$ cat src/rtl/dlc_pkg.sv
package dlc_pkg;

    localparam int CTL_W = 8;

    typedef enum logic [1:0] {
        LD_WRITE  = 2'd0,
        LD_GROUP  = 2'd1,
        LD_STRB_A = 2'd2,
        LD_STRB_B = 2'd3
    } lsel_e;

    // Control register, MSB first: bit 7 flag ... bit 0 enable
    typedef struct packed {
        logic  flag;
        logic  ie;
        logic  fmt;
        logic  res;
        lsel_e lsel;
        logic  grp;
        logic  en;
    } ctl_t;

endpackage

$ cat src/rtl/dlc_strobe_sync.sv
module dlc_strobe_sync (
    input  logic clk,
    input  logic rst_n,
    input  logic async_i,
    output logic rise_o
);
    typedef struct packed {
        logic s1;
        logic s2;
        logic s3;
    } sync_t;

    sync_t sync_d, sync_q;

    always_comb begin
        sync_d    = sync_q;
        sync_d.s1 = async_i;
        sync_d.s2 = sync_q.s1;
        sync_d.s3 = sync_q.s2;
    end

    always_ff @(posedge clk or negedge rst_n) begin
        if (!rst_n) sync_q <= '0;
        else        sync_q <= sync_d;
    end

    assign rise_o = sync_q.s2 & ~sync_q.s3;


    rise_single_chk: assert property (@(posedge clk) disable iff (!rst_n)
        rise_o |=> !rise_o);

endmodule

$ cat src/rtl/dlc_code_fmt.sv
module dlc_code_fmt #(
    parameter int DATA_W = 12,
    parameter int LOW_W  = 8
) (
    input  logic [DATA_W-1:0] raw_i,
    input  logic              res_i,
    input  logic              fmt_i,
    output logic [DATA_W-1:0] code_o
);
    localparam int PAD_W = DATA_W - LOW_W;

    logic [DATA_W-1:0] full_code;
    logic [LOW_W-1:0]  low_code;

    always_comb begin
        full_code = raw_i;
        full_code[DATA_W-1] = raw_i[DATA_W-1] ^ fmt_i;
        low_code = raw_i[LOW_W-1:0];
        low_code[LOW_W-1] = raw_i[LOW_W-1] ^ fmt_i;
        code_o = res_i ? {low_code, {PAD_W{1'b0}}} : full_code;
    end

endmodule

$ cat src/rtl/dlc_group_eval.sv
module dlc_group_eval #(
    parameter int N_CH = 2
) (
    input  logic [N_CH-1:0] grp_i,
    input  logic [N_CH-1:0] mode_i,
    input  logic [N_CH-1:0] written_i,
    output logic [N_CH-1:0] fire_o
);
    localparam int ID_W = (N_CH > 1) ? $clog2(N_CH) : 1;

    // First channel of the chain holding channel c; the top group bit is never used
    function automatic logic [ID_W-1:0] chain_id(input logic [N_CH-1:0] g, input int c);
        logic [ID_W-1:0] r;
        r = '0;
        for (int k = 0; k < N_CH - 1; k++) begin
            if (k < c && !g[k]) r = ID_W'(k + 1);
        end
        return r;
    endfunction

    always_comb begin
        for (int c = 0; c < N_CH; c++) begin
            fire_o[c] = mode_i[c] & written_i[c];
            for (int k = 0; k < N_CH; k++) begin
                if (chain_id(grp_i, k) == chain_id(grp_i, c) && mode_i[k] && !written_i[k])
                    fire_o[c] = 1'b0;
            end
        end
    end

endmodule

$ cat src/rtl/dac_load_ctrl.sv
module dac_load_ctrl
    import dlc_pkg::*;
#(
    parameter int N_CH   = 2,
    parameter int DATA_W = 12,
    parameter int LOW_W  = 8,
    parameter int BUS_W  = 16,
    localparam int CH_W  = (N_CH > 1) ? $clog2(N_CH) : 1
) (
    input  logic                   clk,
    input  logic                   rst_n,
    input  logic                   wr_en,
    input  logic [CH_W-1:0]        wr_ch,
    input  logic                   wr_ctl,
    input  logic [BUS_W-1:0]       wr_data,
    input  logic [CH_W-1:0]        rd_ch,
    input  logic                   rd_ctl,
    output logic [BUS_W-1:0]       rd_data,
    input  logic                   strobe_a,
    input  logic                   strobe_b,
    input  logic [N_CH-1:0]        dma_ack,
    output logic [N_CH*DATA_W-1:0] core_code,
    output logic [N_CH-1:0]        irq,
    output logic [N_CH-1:0]        dma_req
);
    typedef struct packed {
        ctl_t [N_CH-1:0]              ctl;
        logic [N_CH-1:0][DATA_W-1:0]  data;
        logic [N_CH-1:0][DATA_W-1:0]  latch;
        logic [N_CH-1:0]              wflag;
    } state_t;

    state_t st_d, st_q;

    logic                        pulse_a, pulse_b;
    logic [N_CH-1:0]             dhit, chit, ld, fire;
    logic [N_CH-1:0]             grp_vec, grp_mode, wr_now;
    logic [N_CH-1:0][DATA_W-1:0] raw, code;

    dlc_strobe_sync i_sync_a (.clk(clk), .rst_n(rst_n), .async_i(strobe_a), .rise_o(pulse_a));
    dlc_strobe_sync i_sync_b (.clk(clk), .rst_n(rst_n), .async_i(strobe_b), .rise_o(pulse_b));

    dlc_group_eval #(.N_CH(N_CH)) i_group (
        .grp_i     (grp_vec),
        .mode_i    (grp_mode),
        .written_i (wr_now),
        .fire_o    (fire)
    );

    for (genvar c = 0; c < N_CH; c++) begin : g_ch
        assign dhit[c]     = wr_en && !wr_ctl && (wr_ch == CH_W'(c));
        assign chit[c]     = wr_en &&  wr_ctl && (wr_ch == CH_W'(c));
        assign raw[c]      = dhit[c] ? wr_data[DATA_W-1:0] : st_q.data[c];
        assign grp_vec[c]  = st_q.ctl[c].grp;
        assign grp_mode[c] = (st_q.ctl[c].lsel == LD_GROUP);
        assign wr_now[c]   = st_q.wflag[c] | dhit[c];
        assign ld[c] = st_q.ctl[c].en &&
                       (((st_q.ctl[c].lsel == LD_WRITE)  && dhit[c]) ||
                        fire[c] ||
                        ((st_q.ctl[c].lsel == LD_STRB_A) && pulse_a) ||
                        ((st_q.ctl[c].lsel == LD_STRB_B) && pulse_b));

        dlc_code_fmt #(.DATA_W(DATA_W), .LOW_W(LOW_W)) i_fmt (
            .raw_i  (raw[c]),
            .res_i  (st_q.ctl[c].res),
            .fmt_i  (st_q.ctl[c].fmt),
            .code_o (code[c])
        );

        assign core_code[c*DATA_W +: DATA_W] = st_q.latch[c];
        assign irq[c]     = st_q.ctl[c].flag &  st_q.ctl[c].ie;
        assign dma_req[c] = st_q.ctl[c].flag & ~st_q.ctl[c].ie;


        latch_en_chk: assert property (@(posedge clk) disable iff (!rst_n)
            (st_q.latch[c] != $past(st_q.latch[c])) |-> $past(st_q.ctl[c].en));


        low_nib_chk: assert property (@(posedge clk) disable iff (!rst_n)
            (ld[c] && st_q.ctl[c].res) |=> (core_code[c*DATA_W +: DATA_W-LOW_W] == '0));


        flag_drop_chk: assert property (@(posedge clk) disable iff (!rst_n)
            (dma_ack[c] && !ld[c] && !wr_en) |=> (!irq[c] && !dma_req[c]));
    end

    always_comb begin
        st_d = st_q;
        for (int c = 0; c < N_CH; c++) begin
            if (chit[c]) st_d.ctl[c] = ctl_t'(wr_data[CTL_W-1:0]);
            if (dhit[c]) st_d.data[c] = wr_data[DATA_W-1:0];
            if (fire[c])
                st_d.wflag[c] = 1'b0;
            else if (dhit[c] && grp_mode[c])
                st_d.wflag[c] = 1'b1;
            if (dma_ack[c]) st_d.ctl[c].flag = 1'b0;
            if (ld[c]) begin
                st_d.latch[c]    = code[c];
                st_d.ctl[c].flag = 1'b1;
            end
        end
    end

    always_ff @(posedge clk or negedge rst_n) begin
        if (!rst_n) st_q <= '0;
        else        st_q <= st_d;
    end

    always_comb begin
        if (rd_ctl) rd_data = BUS_W'(st_q.ctl[rd_ch]);
        else        rd_data = BUS_W'(st_q.data[rd_ch]);
    end

endmodule

$ cat config.mk
export PLATFORM = sky130hd
export DESIGN_NAME = dac_load_ctrl
export DESIGN_NICKNAME = d
export VERILOG_FILES = /design/src/rtl/dlc_pkg.sv /design/src/rtl/dlc_strobe_sync.sv /design/src/rtl/dlc_code_fmt.sv /design/src/rtl/dlc_group_eval.sv /design/src/rtl/dac_load_ctrl.sv
export SDC_FILE = /design/constraint.sdc
export NUM_CORES = 1
export LEC_CHECK = 0
export BUFFER_PORTS_ARGS = -buffer_cell sky130_fd_sc_hd__buf_2
export CAP_MARGIN = 0
export CORE_UTILIZATION = 61
export CTS_BUF_LIST = sky130_fd_sc_hd__clkbuf_8
export CTS_CLUSTER_SIZE = 25
export DETAILED_ROUTE_END_ITERATION = 7
export MAX_ROUTING_LAYER = met4
export PLACE_DENSITY_LB_ADDON = 0.3
export SLEW_MARGIN = 40
export SYNTH_ARGS = -nofsm -noshare
export SYNTH_HDL_FRONTEND = slang
export SYNTH_HIERARCHICAL = 1
export SYNTH_SLANG_ARGS = --single-unit
$ cat constraint.sdc
create_clock -name clk -period 3.6 [get_ports clk]
set_clock_uncertainty 0.2 [all_clocks]
set_input_delay 0.36 -clock clk [delete_from_list [all_inputs] [get_ports clk]]
set_output_delay 0.36 -clock clk [all_outputs]
set_load 0.02 [all_outputs]
# Word-level counts from Yosys, hierarchy flattened
# Cells that the tools add are included.
# Widths: inputs -> output; s select.
dict set report totals {
  ff_bits 72
  input_bits 27
  out_inout_bits 44
  wordCells 112
}
dict set report op_classes {
  order_cmp 1
  eq_ne 6
  muxes 23
  n_bitwise 19
  reduce_logical 37
}
# cell n
set ops {}
lappend ops {{$mux 12} 7}
lappend ops {{$mux 8} 4}
lappend ops {{$logic_and 1x1->1} 22}
lappend ops {{$mux 1} 12}
lappend ops {{$and 1x1->1} 8}
lappend ops {{$eq 2x2->1 const B} 4}
lappend ops {{$logic_or 1x1->1} 6}
lappend ops {{$reduce_bool 3->1} 2}
lappend ops {{$not 1->1} 5}
lappend ops {{$eq 2x1->1 const B} 2}
lappend ops {{$logic_not 2->1} 2}
lappend ops {{$reduce_bool 2->1} 2}
lappend ops {{$xor 1x1->1} 4}
lappend ops {{$logic_not 1->1} 3}
lappend ops {{$lt 1x2->1 const B} 1}
lappend ops {{$or 1x1->1} 2}

# Longest topological paths before layout
dict set report logic_depth {
  depth_word 13
  depth_mapped 9
  depth_no_buf 7
}

# Modules after synthesis
# The synthesis kept the hierarchy.
# mod n_inst cells_per_inst area_each_um2 seq_area_each_um2
set modules_own_cells {}
lappend modules_own_cells {dac_load_ctrl 1 211 3064.2 1651.6}
lappend modules_own_cells {dlc_code_fmt 2 14 166.4 0.0}
lappend modules_own_cells {dlc_strobe_sync 2 4 88.8 75.1}
lappend modules_own_cells {dlc_group_eval 1 6 27.5 0.0}

# Worst setup path after synthesis
# OpenSTA, ideal clock, no wires.
dict set report synth_timing {
  kind {input-to-reg}
  startpoint {in wr_ctl}
  endpoint {reg st_q, in the netlist core_code[10]}
  setup_ns 0.125
  t_arrival_ns 1.997
  required_ns 3.275
  setup_slack_ns 1.278
  cell_stages 9
  path_buffers 2
  path_cell_list {nor3b_2 -> buf_2 -> or2_2 -> nand2_1 -> a31oi_1 -> a2bb2oi_1 -> nand2_1 -> buf_4 -> mux2_2}
}
dict set report synth_between {
  elab_chain_cells 12
}
# element line
set synth_rtl {}
lappend synth_rtl {{start, declared} dac_load_ctrl.sv:14} ;# input logic wr_ctl,
lappend synth_rtl {{$logic_not 1->1 *} dac_load_ctrl.sv:51} ;# assign dhit[c] = wr_en && !wr_ctl && (wr_ch == CH_W'(c));
lappend synth_rtl {{$logic_and 1x1->1 * (2 in a row)} dac_load_ctrl.sv:51}
lappend synth_rtl {{$or 1x1->1 *} dac_load_ctrl.sv:56} ;# assign wr_now[c] = st_q.wflag[c] | dhit[c];
lappend synth_rtl {{named net wr_now[0]} dac_load_ctrl.sv:37} ;# logic [N_CH-1:0] grp_vec, grp_mode, wr_now;
lappend synth_rtl {{$logic_not 1->1} dlc_group_eval.sv:25} ;# if (chain_id(grp_i, k) == chain_id(grp_i, c) && mode_i[k] && !written_i[k])
lappend synth_rtl {{$logic_and 1x1->1} dlc_group_eval.sv:25}
lappend synth_rtl {{$mux 1 * (2 in a row)} dlc_group_eval.sv:25}
lappend synth_rtl {{named net fire[0]} dac_load_ctrl.sv:36} ;# logic [N_CH-1:0] dhit, chit, ld, fire;
lappend synth_rtl {{$logic_or 1x1->1 *} dac_load_ctrl.sv:58} ;# (((st_q.ctl[c].lsel == LD_WRITE) && dhit[c]) ||
lappend synth_rtl {{$logic_or 1x1->1 *} dac_load_ctrl.sv:59} ;# fire[c] ||
lappend synth_rtl {{$logic_or 1x1->1 *} dac_load_ctrl.sv:60} ;# ((st_q.ctl[c].lsel == LD_STRB_A) && pulse_a) ||
lappend synth_rtl {{$logic_and 1x1->1 *} dac_load_ctrl.sv:57} ;# assign ld[c] = st_q.ctl[c].en &&
lappend synth_rtl {{end signal, assigned} dac_load_ctrl.sv:106} ;# else st_q <= st_d;
lappend synth_rtl {{end, declared} dac_load_ctrl.sv:33} ;# state_t st_d, st_q;
# Mark *: on every way through the listed nets, which the timed path passes. The rest lies on a longest branch.
# A chain may end at the register's enable or synchronous reset.

# Worst setup path in the final report
dict set report layout_timing {
  startpoint {reg st_q[62] in the netlist's numbering}
  endpoint {out rd_data[4]}
}
dict set report layout_between {
  elab_chain_cells 3
}
# element line
set layout_rtl {}
lappend layout_rtl {{$mux 8 (implied by the code) (2 in a row)} dac_load_ctrl.sv:110} ;# if (rd_ctl) rd_data = BUS_W'(st_q.ctl[rd_ch]);
lappend layout_rtl {{$mux 12} dac_load_ctrl.sv:110}
lappend layout_rtl {{end, declared} dac_load_ctrl.sv:18} ;# output logic [BUS_W-1:0] rd_data,
# Every way passes these cells. The select of a mux whose other input is x is not followed.

==> metrics.cfg <==
[outcome]
outcome=finished, final reports clean

[clock_tree]
cts_buffer_depth=2
cts_tree=yes
cts_sinks=72
cts_resized=0
cts_max_level=3
post_cts_buffers=0
postCtsHoldBufs=3
clk_pin_slew_ns=0.07
cts_buffers=9
clkLatencyLatePin_ns=0.34
cts-root-buf=clkbuf_8

[final_layout]
layout_commonest_cell=dfrtp_1
fin_nets=326
most-common-layout-cells=dfrtp_1, buf_2, mux2_2, mux2_4
postLayoutCellArea_um2=4030
n_antenna_cell=0
drive_gt1_share_pct=55.9
syn2layout_area_growth_pct=11.7

[hold_path]
min_path_type=primary input to flip-flop
hold_path_depth=2

[drt]
dr_total_vias=2093
wirelength_um=6320
antenna_left=0
first_pass_iters=4
drt_iter0_drc=128
via_per_inst=5.57
drt-wirelength-per-cell_um=16.8
route.detailed.drc=0

[critical_path]
path_class=flip-flop to output pin
worstSetupEndpointType=output pin
reg2reg_slack_ns=1.37
path_buf_inv=1
worstPathCellList=mux4_2 > buf_2
critPathRequiredTime_ns=3.04
cp.depth=2
crit_slowest_cell=dfrtp_1
path_max_fanout=14
cp.arrival_ns=1.70
reg2reg_depth=6
cp-start-kind=flip-flop
cp_slowest_stage_delay_ns=0.63
path_delay_family=flip-flops

[synthesis]
netlist_instances=253
synth-edff-count=0
ys_seq_area_share_pct=50.0
ys_warn_count=6
synth_area_per_cell_um2=14.2
async_flop_share_pct=100
muxShareOfSynthArea_pct=32.8
synth_top_family_by_area=multiplexers
synth-main-ff-cell=dfrtp_1
synthAdderAreaFrac_pct=0
synth_xor_area_share_pct=0.486
syn_area_um2=3600
synthDistinctLibCells=32
synth_simple_gate_area_share_pct=7.29
synth-compound-area-share_pct=1.53
ys_ff_latch=72

[power]
ir_drop_mv=0.421
switchingPower_mw=0.925
internal_power_mw=1.91
power_frac_clock_pct=25.2
power_frac_comb_pct=33.0
switching_share_pct=32.6
p_total_mw=2.83
p_per_area_nw_per_um2=704
p_leak_nw=1.93
seqPwrFrac_pct=41.8

[sta]
fmax_mhz=442
fin_crit_ns=2.26
rsz0062_at_grt=false
slew_headroom_pct=54.9
setup_ws_ns=1.34
setup_viol=0
final.period_utilization_pct=62.9
tns_ns=0
slew_violations=0
finalHoldViolations=0
worst_slew_pin_slew_ns=0.677

[grt]
grtUsageMet3_pct=5.52
grtUsageMet2_pct=39.0
grt_overflow_total=0
grt_pass1_vias=2148
grt_antenna_before_repair=0
grt-busiest-layer=met2
grt.total_usage_pct=23.6
met1_usage_pct=28.9
grt_max_degree=29
grt_pass1_wl_um=10400

[die]
core_area_um2=5610
die_x_um=78.8
initial_core_util_pct=64.2
dieArea_um2=6220
die_h_um=78.8
rows=27
boundaryPins=71

[place]
place_ws_ns=1.02
postPlaceCellArea_um2=3770
dp.final_hpwl_um=4500
io_buffers=62
routabilityCongestion=0.882

[run]
cap_violations=0

sequential cells by signal, summed over array words and instances, names as in the netlist:
| name | flops |
|---|---|
| core_code | 24 |
| st_q | 40 |
| i_sync_a/sync_d | 2 |
| i_sync_a/sync_q | 1 |
| i_sync_b/sync_d | 2 |
| i_sync_b/sync_q | 1 |
| grp_vec | 2 |
cells by family after synthesis:
| family | Yosys count |
|---|---|
| buffers and inverters | 39 |
| multiplexers | 94 |
| XOR/XNOR | 2 |
| flip-flops | 72 |
| AO/OA/AOI/OAI | 8 |
| other | 1 |
| AND/OR/NAND/NOR | 37 |
power groups by stage:
| stage | Sequential [mW] | Clock (mW) | Combinational [mW] |
|---|---|---|---|
| final | 1.19 | 0.715 | 0.934 |
| after floorplan | 1.15 | 0 | 0.898 |
| after detailed placement | 1.20 | 0 | 0.941 |
| after global placement | 1.19 | 0 | 0.923 |
| after CTS | 1.19 | 0.735 | 0.946 |
| after global routing | 1.22 | 0.766 | 1.00 |
worst paths after layout:
path / startpoint / end
max reg2reg: st_q[52] / core_code[3]
min: dma_ack[1] / st_q[65]
max: st_q[62] / rd_data[4]
min in group asynchronous: rst_n / i_sync_a/sync_d[0]
max in group asynchronous: rst_n / core_code[11]
min reg2reg: i_sync_b/sync_d[1] / i_sync_b/sync_d[0]
layout make-up:
| class | count | area, um2 |
|---|---|---|
| fill | 411 | 1580 |
| clock buffer | 10 | 138 |
| sequential | 72 | 1800 |
| inverter | 3 | 11.3 |
| multi-input combinational | 145 | 1530 |
| clock inverter | 6 | 90.1 |
| tap | 72 | 90.1 |
| timing repair buffer | 68 | 363 |
cell usage after synthesis (all sizes together), types with 3 or more instances:
| master | instances | area (um2) |
|---|---|---|
| and2b | 8 | 70.1 |
| buf | 35 | 265 |
| dfrtp | 72 | 1800 |
| inv | 3 | 11.3 |
| mux2 | 76 | 901 |
| mux2i | 10 | 100 |
| mux4 | 8 | 180 |
| nand2 | 7 | 28.8 |
| nor2 | 6 | 22.5 |
| nor2b | 6 | 52.6 |
per-stage QoR:
step | cells | hold WS, ns | utilization [%]
finish | 376 | 0.0340 | 71.8
global route | 376 | 0.0280 | 71.8
CTS | 376 | 0.0217 | 71.8
detailed placement | 357 | 0.140 | 67.2
global placement | 357 | 0.142 | 67.2
floorplan | 256 | -0.136 | -
layer usage:
metal	wire length, um	up-vias
met5	0	-
met4	70	0
met2	3150	63
met3	370	9
met1	2730	1065
li1	-	956
(Power assumes the default switching activity.)
